==> src/rtl/svm_pkg.sv <==
package svm_pkg;
  typedef enum logic {
    SET_A = 1'b0,
    SET_B = 1'b1
  } svm_set_e;

  localparam int SVM_BASE_DLY = 4;
  localparam int SVM_GAIN_FRAC = 4;
endpackage

==> src/rtl/svm_luma_diff.sv <==
module svm_luma_diff #(
  parameter int PIX_W    = 10,
  parameter int MAX_SPAN = 6,
  parameter int SPAN_W   = 3,
  localparam int DIFF_W  = PIX_W + 1
) (
  input  logic                     clk,
  input  logic                     rst,
  input  logic                     en,
  input  logic [PIX_W-1:0]         red,
  input  logic [PIX_W-1:0]         grn,
  input  logic [PIX_W-1:0]         blu,
  input  svm_pkg::svm_set_e        sel_in,
  input  logic [SPAN_W-1:0]        span_a,
  input  logic [SPAN_W-1:0]        span_b,
  output logic signed [DIFF_W-1:0] diff_out,
  output svm_pkg::svm_set_e        sel_out
);
  import svm_pkg::*;

  logic [PIX_W+1:0]   luma_sum;
  logic [PIX_W-1:0]   luma_now;
  logic [PIX_W-1:0]   y_q;
  svm_set_e           sel_q;
  logic [PIX_W-1:0]   hist [MAX_SPAN];
  logic [SPAN_W-1:0]  span_raw;
  logic [SPAN_W-1:0]  span_eff;
  logic [PIX_W-1:0]   y_old;

  assign luma_sum = {2'b00, red} + {1'b0, grn, 1'b0} + {2'b00, blu};
  assign luma_now = luma_sum[PIX_W+1:2];

  assign span_raw = (sel_q == SET_B) ? span_b : span_a;

  always_comb begin
    if (span_raw == '0)
      span_eff = SPAN_W'(1);
    else if (span_raw > SPAN_W'(MAX_SPAN))
      span_eff = SPAN_W'(MAX_SPAN);
    else
      span_eff = span_raw;
  end

  always_comb begin
    y_old = '0;
    for (int i = 0; i < MAX_SPAN; i++) begin
      if (span_eff == SPAN_W'(i + 1)) y_old = hist[i];
    end
  end

  always_ff @(posedge clk) begin
    if (rst) begin
      y_q      <= '0;
      sel_q    <= SET_A;
      diff_out <= '0;
      sel_out  <= SET_A;
      for (int i = 0; i < MAX_SPAN; i++) hist[i] <= '0;
    end else if (en) begin
      y_q      <= luma_now;
      sel_q    <= svm_set_e'(sel_in);
      hist[0]  <= y_q;
      for (int i = 1; i < MAX_SPAN; i++) hist[i] <= hist[i-1];
      diff_out <= $signed({1'b0, y_q}) - $signed({1'b0, y_old});
      sel_out  <= sel_q;
    end
  end
endmodule

==> src/rtl/svm_shape.sv <==
module svm_shape #(
  parameter int PIX_W  = 10,
  parameter int GAIN_W = 8,
  parameter int OUT_W  = 8,
  localparam int DIFF_W = PIX_W + 1,
  localparam int LIM_W  = OUT_W - 1,
  localparam int PROD_W = DIFF_W + GAIN_W + 1
) (
  input  logic                     clk,
  input  logic                     rst,
  input  logic                     en,
  input  logic signed [DIFF_W-1:0] diff_in,
  input  svm_pkg::svm_set_e        sel_in,
  input  logic [PIX_W-1:0]         core_a,
  input  logic [PIX_W-1:0]         core_b,
  input  logic [GAIN_W-1:0]        gain_a,
  input  logic [GAIN_W-1:0]        gain_b,
  input  logic [LIM_W-1:0]         lim_a,
  input  logic [LIM_W-1:0]         lim_b,
  output logic signed [OUT_W-1:0]  samp_out
);
  import svm_pkg::*;

  logic [DIFF_W-1:0]        mag;
  logic [PIX_W-1:0]         core_sel;
  logic signed [DIFF_W-1:0] cored_q;
  svm_set_e                 sel_q;
  logic [GAIN_W-1:0]        gain_sel;
  logic [LIM_W-1:0]         lim_sel;
  logic signed [PROD_W-1:0] prod;
  logic signed [PROD_W-1:0] scaled;
  logic signed [PROD_W-1:0] lim_pos;
  logic signed [PROD_W-1:0] clamped;

  assign core_sel = (sel_in == SET_B) ? core_b : core_a;
  assign mag      = diff_in[DIFF_W-1] ? DIFF_W'(-diff_in) : DIFF_W'(diff_in);

  assign gain_sel = (sel_q == SET_B) ? gain_b : gain_a;
  assign lim_sel  = (sel_q == SET_B) ? lim_b : lim_a;
  assign prod     = PROD_W'(cored_q) * $signed({{(PROD_W-GAIN_W){1'b0}}, gain_sel});
  assign scaled   = prod >>> SVM_GAIN_FRAC;
  assign lim_pos  = $signed({{(PROD_W-LIM_W){1'b0}}, lim_sel});

  always_comb begin
    if (scaled > lim_pos)
      clamped = lim_pos;
    else if (scaled < -lim_pos)
      clamped = -lim_pos;
    else
      clamped = scaled;
  end

  always_ff @(posedge clk) begin
    if (rst) begin
      cored_q  <= '0;
      sel_q    <= SET_A;
      samp_out <= '0;
    end else if (en) begin
      cored_q  <= (mag <= {1'b0, core_sel}) ? '0 : diff_in;
      sel_q    <= sel_in;
      samp_out <= clamped[OUT_W-1:0];
    end
  end
endmodule

==> src/rtl/svm_frac_delay.sv <==
module svm_frac_delay #(
  parameter int OUT_W    = 8,
  parameter int DLY_W    = 4,
  parameter int BASE_DLY = svm_pkg::SVM_BASE_DLY,
  localparam int MAX_HALF = 2 * BASE_DLY + (2 ** (DLY_W - 1)) - 1,
  localparam int TAP_N    = MAX_HALF / 2 + 1,
  localparam int HALF_W   = $clog2(MAX_HALF + 1),
  localparam int IDX_W    = $clog2(TAP_N + 1)
) (
  input  logic                    clk,
  input  logic                    rst,
  input  logic                    en,
  input  logic signed [OUT_W-1:0] samp_in,
  input  logic signed [DLY_W-1:0] dly_half,
  output logic signed [OUT_W-1:0] svm_out
);
  logic signed [OUT_W-1:0] taps [TAP_N+1];
  logic signed [OUT_W-1:0] line_q [TAP_N];
  logic signed [DLY_W-1:0] dly_eff;
  logic [HALF_W-1:0]       half_pos;
  logic [IDX_W-1:0]        idx;
  logic signed [OUT_W-1:0] near_s;
  logic signed [OUT_W-1:0] far_s;
  logic signed [OUT_W:0]   pair_sum;
  logic signed [OUT_W-1:0] result;

  assign taps[0] = samp_in;
  generate
    for (genvar t = 1; t <= TAP_N; t++) begin : g_tap
      assign taps[t] = line_q[t-1];
    end
  endgenerate

  assign dly_eff  = (dly_half == {1'b1, {(DLY_W-1){1'b0}}}) ? dly_half + 1'b1 : dly_half;
  assign half_pos = HALF_W'($signed(2 * BASE_DLY) + int'(dly_eff));
  assign idx      = IDX_W'(half_pos >> 1);

  always_comb begin
    near_s = '0;
    far_s  = '0;
    for (int t = 0; t < TAP_N; t++) begin
      if (idx == IDX_W'(t)) begin
        near_s = taps[t];
        far_s  = taps[t+1];
      end
    end
  end

  assign pair_sum = {near_s[OUT_W-1], near_s} + {far_s[OUT_W-1], far_s};
  assign result   = half_pos[0] ? pair_sum[OUT_W:1] : near_s;

  always_ff @(posedge clk) begin
    if (rst) begin
      svm_out <= '0;
      for (int t = 0; t < TAP_N; t++) line_q[t] <= '0;
    end else if (en) begin
      line_q[0] <= samp_in;
      for (int t = 1; t < TAP_N; t++) line_q[t] <= line_q[t-1];
      svm_out <= result;
    end
  end
endmodule

==> src/rtl/svm_proc.sv <==
module svm_proc #(
  parameter int PIX_W    = 10,
  parameter int MAX_SPAN = 6,
  parameter int GAIN_W   = 8,
  parameter int OUT_W    = 8,
  parameter int DLY_W    = 4,
  localparam int SPAN_W  = $clog2(MAX_SPAN + 2),
  localparam int LIM_W   = OUT_W - 1,
  localparam int DIFF_W  = PIX_W + 1
) (
  input  logic              clk,
  input  logic              rst,
  input  logic              pix_valid,
  input  logic [PIX_W-1:0]  red,
  input  logic [PIX_W-1:0]  grn,
  input  logic [PIX_W-1:0]  blu,
  input  logic              set_sel,
  input  logic [SPAN_W-1:0] span_a,
  input  logic [PIX_W-1:0]  core_a,
  input  logic [GAIN_W-1:0] gain_a,
  input  logic [LIM_W-1:0]  lim_a,
  input  logic [SPAN_W-1:0] span_b,
  input  logic [PIX_W-1:0]  core_b,
  input  logic [GAIN_W-1:0] gain_b,
  input  logic [LIM_W-1:0]  lim_b,
  input  logic [DLY_W-1:0]  dly_half,
  output logic [OUT_W-1:0]  svm_out
);
  import svm_pkg::*;

  logic signed [DIFF_W-1:0] diff_w;
  svm_set_e                 sel_w;
  logic signed [OUT_W-1:0]  samp_w;
  logic signed [OUT_W-1:0]  out_w;

  svm_luma_diff #(
    .PIX_W(PIX_W), .MAX_SPAN(MAX_SPAN), .SPAN_W(SPAN_W)
  ) u_diff (
    .clk(clk), .rst(rst), .en(pix_valid),
    .red(red), .grn(grn), .blu(blu),
    .sel_in(svm_set_e'(set_sel)),
    .span_a(span_a), .span_b(span_b),
    .diff_out(diff_w), .sel_out(sel_w)
  );

  svm_shape #(
    .PIX_W(PIX_W), .GAIN_W(GAIN_W), .OUT_W(OUT_W)
  ) u_shape (
    .clk(clk), .rst(rst), .en(pix_valid),
    .diff_in(diff_w), .sel_in(sel_w),
    .core_a(core_a), .core_b(core_b),
    .gain_a(gain_a), .gain_b(gain_b),
    .lim_a(lim_a), .lim_b(lim_b),
    .samp_out(samp_w)
  );

  svm_frac_delay #(
    .OUT_W(OUT_W), .DLY_W(DLY_W), .BASE_DLY(SVM_BASE_DLY)
  ) u_dly (
    .clk(clk), .rst(rst), .en(pix_valid),
    .samp_in(samp_w), .dly_half($signed(dly_half)),
    .svm_out(out_w)
  );

  assign svm_out = out_w;
endmodule

==> config.mk <==
export PLATFORM = sky130hd
export DESIGN_NAME = svm_proc
export DESIGN_NICKNAME = d
export VERILOG_FILES = /design/src/rtl/svm_pkg.sv /design/src/rtl/svm_luma_diff.sv /design/src/rtl/svm_shape.sv /design/src/rtl/svm_frac_delay.sv /design/src/rtl/svm_proc.sv
export SDC_FILE = /design/constraint.sdc
export NUM_CORES = 1
export LEC_CHECK = 0
export CORE_MARGIN = 10
export CORE_UTILIZATION = 46
export DETAILED_ROUTE_END_ITERATION = 6
export DONT_BUFFER_PORTS = 1
export PLACE_DENSITY_LB_ADDON = 0.3
export SLEW_MARGIN = 5
export SYNTH_ARGS = -nofsm -noshare
export SYNTH_HDL_FRONTEND = slang
export SYNTH_SLANG_ARGS = --single-unit
==> constraint.sdc <==
create_clock -name clk -period 11.2 [get_ports clk]
set_input_delay 0 -clock clk [delete_from_list [all_inputs] [get_ports clk]]
set_output_delay 0 -clock clk [all_outputs]
set_load 0.01 [all_outputs]
# [Yosys cells after proc, flatten, opt, wreduce, memory -nomap -nowiden]
# Memory sizes are Yosys's and may differ from the RTL's.
# Index checks and enable logic that the tools add are counted.
[classes] bitwise=14 n_mux=53 add_sub_neg=8 n_reduce_logical=2 eq_ne=14 n_lt_le_gt_ge=4 multipliers=1
[ops] op="$mux 8" n=28
[ops] op="$mux 10" n=13
[ops] op="$mux 11" n=2
[ops] op="$eq 3x3->1 const B" n=7
[ops] op="$lt 16x20->1" n=1
[ops] op="$mul 11x9->20" n=1
[ops] op="$neg 7->20" n=1
[ops] op="$gt 16x8->1" n=1
[ops] op="$or 1x1->1" n=14
[ops] op="$add 10x11->12" n=1
[ops] op="$add 12x10->12" n=1
[ops] op="$eq 3x2->1 const B" n=4
[ops] op="$le 11x10->1" n=1
[ops] op="$neg 11->11" n=1
[ops] op="$sub 10x10->11" n=1
[ops] op="$add 8x8->9" n=1
[ops] op="$mux 3" n=3
[ops] op="$mux 7" n=1
[ops] op="$eq 3x1->1 const B" n=2
[ops] op="$mux 1" n=5
[ops] op="$add 4x1->4 const B" n=1
[ops] op="$add 4x4->4 const A" n=1
[ops] op="$eq 4x4->1 const B" n=1
[ops] op="$logic_not 4->1" n=1
[ops] op="3 further kinds" n=3
[word_totals] ff_bits=51 in_bits=94 memories=2 ram_bits=124
[memory_table] name="u_dly.line_q" depth=8 word_bits=8 read_ports=8 rd_clocked_by_memory_dff=0 write_ports=8 line_no="svm_frac_delay.sv:18" text="logic signed [OUT_W-1:0] line_q [TAP_N];"
[memory_table] name="u_diff.hist" depth=6 word_bits=10 read_ports=6 rd_clocked_by_memory_dff=0 write_ports=6 line_no="svm_luma_diff.sv:25" text="logic [PIX_W-1:0] hist [MAX_SPAN];"

# [Depth between registers and ports, before layout]
[logic_depth] word_depth=14 mapped_depth=30 depth_no_buf=27

# [Modules after synthesis]
# A second synthesis with hierarchy kept.
[hier_totals] cells_unflattened=1470 hier_area_um2=14579.0
[by_module_without_submodules] mod="svm_shape" instances=1 seq_area_each_um2=400.4 area_per_inst_um2=5741.8 cells_each=672
[by_module_without_submodules] mod="svm_luma_diff" instances=1 seq_area_each_um2=2262.2 area_per_inst_um2=4588.2 cells_each=414
[by_module_without_submodules] mod="svm_frac_delay" instances=1 seq_area_each_um2=2082.0 area_per_inst_um2=4249.1 cells_each=384

# [Worst setup path after synthesis]
# Ideal clock, no wire load.
[synth_timing] kind="register -> register" start="register u_shape.sel_q" end="register u_shape.samp_out[2]" setup_slack_ns=4.116 setup_ns=0.127 stages_incl_launch_ff=27 arrival_ns=6.957 path_buffers=3 path_cell_list="dfxtp_1 -> buf_2 -> buf_1 -> mux2_2 -> clkbuf_1 -> and2_1 -> fa_1 -> inv_1 -> fa_1 -> inv_1 -> fa_1 -> inv_1 -> fa_1 -> inv_1 -> ha_1 -> nand3_1 -> or2_2 -> a31oi_1 -> a311o_1 -> xnor2_1 -> ha_1 -> and4_1 -> a2111oi_2 -> o211ai_2 -> nand2_2 -> mux2i_1 -> o211ai_1"
[synth_between] elab_chain_len=5
[synth_rtl] item="start, declared" line_no="svm_shape.sv:27" text="svm_set_e sel_q;"
[synth_rtl] item="start signal, assigned" line_no="svm_shape.sv:60" text="sel_q <= sel_in;"
[synth_rtl] item="$mux 8 / $mux 7 (equally long branches)" line_no="svm_shape.sv:38, svm_shape.sv:39"
[synth_rtl] item="$mul 11x9->20 / $neg 7->20 (equally long branches)" line_no="svm_shape.sv:40, svm_shape.sv:47"
[synth_rtl] item="$lt 16x20->1" line_no="svm_shape.sv:47" text="else if (scaled < -lim_pos)"
[synth_rtl] item="$mux 8" line_no="svm_shape.sv:47"
[synth_rtl] item="$mux 8 *" line_no="svm_shape.sv:45" text="if (scaled > lim_pos)"
[synth_rtl] item="end signal, assigned" line_no="svm_shape.sv:61" text="samp_out <= clamped[OUT_W-1:0];"
[synth_rtl] item="end, declared" line_no="svm_shape.sv:20" text="output logic signed [OUT_W-1:0] samp_out"
# Mark *: on every way between the ends. The rest lies on a longest branch, timed or not.
# A chain may end at the register's enable or synchronous reset.

# [Final worst setup path]
# Same ends and word-level chain as after synthesis.

==> run summary <==
Filler cells: 2,816
DP HPWL: 24,900 um
Crit-path leading delay family: adder cells
Most common cell after layout, fill and taps aside: nand2_1
Unrepaired setup endpoints after global routing: false
Routability Congestion: 0.866
Crit path from: u_shape.sel_q$_SDFFE_PP0P_
Slew Limit Fails: 0
Warnings, synthesis: 0
Synth Register Bits: 175
Highest clock rate: 0.129 GHz
Clock sink count: 175
Min Clock Period, post-route: 7.78 ns
CTS tree: built
Skew-Pair Late Insertion Delay: 0.44 ns
Worst min-delay path class: input port to register
Drt total wl: 33,900 um
Post-synthesis cell count: 1,508
Clock power frac: 28.9%
Launch point of the worst reg-to-reg path: u_shape.sel_q$_SDFFE_PP0P_
DR pass1 iterations: 4
H-tree depth: 4
Worst reg2reg endpoint: u_shape.samp_out[2]$_SDFFE_PP0P_
PostCTS Resize Cnt: 0
Period utilization: 69.5%
Ant. Diodes: 0
Ratio of cells with drive above 1 in the final layout: 5.86%
Relative slew margins: 24.2%
Drt drc: 0
Library cells used by synthesis: 82
Status: finished, final reports clean
First-pass GRT wire length: 56,300 um
Internal power: 1.37 mW
Gr ovfl total: 0
# IOs: 102
TritonCTS Buffers: 17
Largest net degree at the start of global routing: 110
Max IR drop VDD: 0.115 mV
Crit Path Category: register to register
CP Launch Type: register
Final Util: 50.4%
Levels on crit path: 27
Count of final hold-check violations: 0
Element type at the critical path end: register
Dominant cell type by area after synthesis: edfxtp_1
EDFF count, synth: 124
Post-DR vias/cell: 5.58
Initial antenna violation count: 1
Sequential cell area fraction in the yosys report: 33.1%
Reg2Reg Depth: 27
Antenna-violating nets left: 0
Crit path DAT: 8.14 ns
Post-route setup TNS: 0 ns
Root buf cell: clkbuf_16
Area share of the largest cell type after synthesis: 26.0%
Initial core utilization: 46.7%
Combinational Power Share: 31.0%
Main synth FF type: edfxtp_1
LEAKAGE: 6.65 nW
Vias: 10,584
Skew final: 0.00912 ns
Syn Area/Cell: 9.49 um2
Clock transition at the registers of the reported paths: 0.07 ns
CP max FO: 18
Syn Std Cell Area: 14,300 um2
Die H: 196 um
Seq pwr share: 40.1%
Starting DRT DRC Count: 908
Synth area leaders: edfxtp_1 26%, fa_1 12%, ha_1 8.8%
CP Data Required Time: 11.56 ns
Port bufs: 0
FP Rows: 64
Die area: 38,600 um2
Critical path buffers and inverters: 5
Syn-to-layout area delta: 8.09%
Max-cap check violation count: 0
Switching power: 679 uW
P per Cell Area: 133 nW/um2
Core Footprint: 30,700 um2
Net Sw Frac: 33.1%
Setup slack on the worst flop-to-flop path: 3.42 ns
Setup violators final: 0
Total global routing track utilization: 17.7%
Worst Setup EP: u_shape.samp_out[2]$_SDFFE_PP0P_
Syn_nets: 1,787
Worst Hold Slack: 0.0282 ns
Top cell by count, worst path: inv_1
Nets@finish: 1,767
Clock buffer depth: 2
Async SR Flop Fraction: 0%
WL/cell: 17.9 um
Slowest cell delay on critical path: 1.03 ns
Crit path max-delay cell type: dfxtp_1
Worst Max-Slew Pin Slew: 1.13 ns
Die width: 196 um
Most frequent cells in the layout: 154 x nand2_1, 151 x inv_1, 133 x and2_1
Vias in the first global route: 10,750
-- routing by layer --
| layer | wire length [um] | track usage [%] | vias to the layer above |
|---|---|---|---|
| li1 | - | - | 5158 |
| met1 | 16400 | 24.7 | 5135 |
| met2 | 15300 | 27.7 | 261 |
| met3 | 1770 | 3.56 | 30 |
| met4 | 346 | 4.02 | 0 |
| met5 | 0 | 0 | - |
-- cell type report --
type                            instances  area (um2)  area share [%]
Sequential cell                       175        4740            30.7
Inverter                              153         577            3.73
Tap cell                              396         495            3.20
Timing Repair Buffer                   31         295            1.91
Clock buffer                           25         548            3.54
Multi-Input combinational cell       1110        8760            56.6
Clock inverter                          7        46.3           0.299
-- registers in the layout (all words and copies together), names as in the netlist --
signal and flops:
u_diff.diff_out 11, u_diff.sel_q 1, u_shape.samp_out 8, u_shape.cored_q 11
u_diff.y_q 10, u_dly.line_q 64, u_diff.sel_out 1, u_diff.hist 60
u_dly.svm_out 8, u_shape.sel_q 1
-- tightest hold or removal path, stage by stage --
cell      delay [ns]
nand3b_4        0.10
xnor2_1         0.14
o31ai_1         0.10
a211oi_1        0.06
-- how the worst min path moves through the flow --
stage,from,to,slack [ns],depth (start not counted)
finish,dly_half[3],u_dly.svm_out[4]$_SDFFE_PP0P_,0.03,4
global route,dly_half[3],u_dly.svm_out[4]$_SDFFE_PP0P_,0.05,4
CTS,dly_half[3],u_dly.svm_out[4]$_SDFFE_PP0P_,0.004,4
detailed placement,rst,u_diff.y_q[9]$_SDFFE_PP0P_,0.08,1
global placement,rst,u_diff.sel_q$_SDFFE_PP0P_,0.08,1
floorplan,set_sel,u_diff.sel_q$_SDFFE_PP0P_,0.15,2
-- cells by family after synthesis --
group           count (synthesis)  synth area share [%]
compound gates                292                  13.7
xor+xnor                       40                  2.64
fa+ha+maj                     186                  20.7
buf+inv                       223                  5.89
flops                         175                  33.1
mux                            73                  5.52
simple gates                  519                  18.4
-- Yosys cell counts, types with 5 or more instances --
cell and n:
o22ai_1 11, a22o_1 13, a21oi_1 73, dfxtp_1 51, a31oi_1 14, nand2_1 154, nor2b_1 53, buf_2 5
nand4_1 5, a211oi_1 19, buf_1 15, nor2_1 82, nand2b_1 15, mux2i_1 50, a21boi_0 8, ha_1 101
xnor2_1 29, nor3_1 28, o21ai_0 56, inv_1 151, a221oi_1 10, edfxtp_1 124, clkbuf_1 50, o31ai_1 9
fa_1 84, nand3_1 24, o211ai_1 7, mux2_2 18, and2_1 133, o21a_1 15, xor2_1 9, a21o_1 8
-- power by group through the flow --
stage / registers [mW] / logic, mW / clock network [mW]
2_1_floorplan: 0.806 / 0.506 / 0
3_3_place_gp: 0.836 / 0.608 / 0
3_5_place_dp: 0.837 / 0.622 / 0
4_1_cts: 0.824 / 0.636 / 0.603
5_1_grt: 0.833 / 0.729 / 0.630
6_report: 0.823 / 0.635 / 0.594
-- per-stage QoR --
step | setup WS, ns | instance area, um2 | instances | total power [mW]
2_1_floorplan | 4.12 | 14300 | 1508 | 1.31
3_3_place_gp | 3.71 | 14700 | 1844 | 1.44
3_5_place_dp | 3.45 | 14700 | 1844 | 1.46
4_1_cts | 3.43 | 15500 | 1897 | 2.06
5_1_grt | 2.84 | 15500 | 1897 | 2.19
6_report | 3.42 | 15500 | 1897 | 2.05
-- repair_timing --
item                                    CTS  global route
setup buffers                             0             0
endpoints found under the setup margin    0             0
hold buffers                             21             0
hold endpoints to repair                 40             0
No activity file was read; power rests on OpenSTA's default activity.
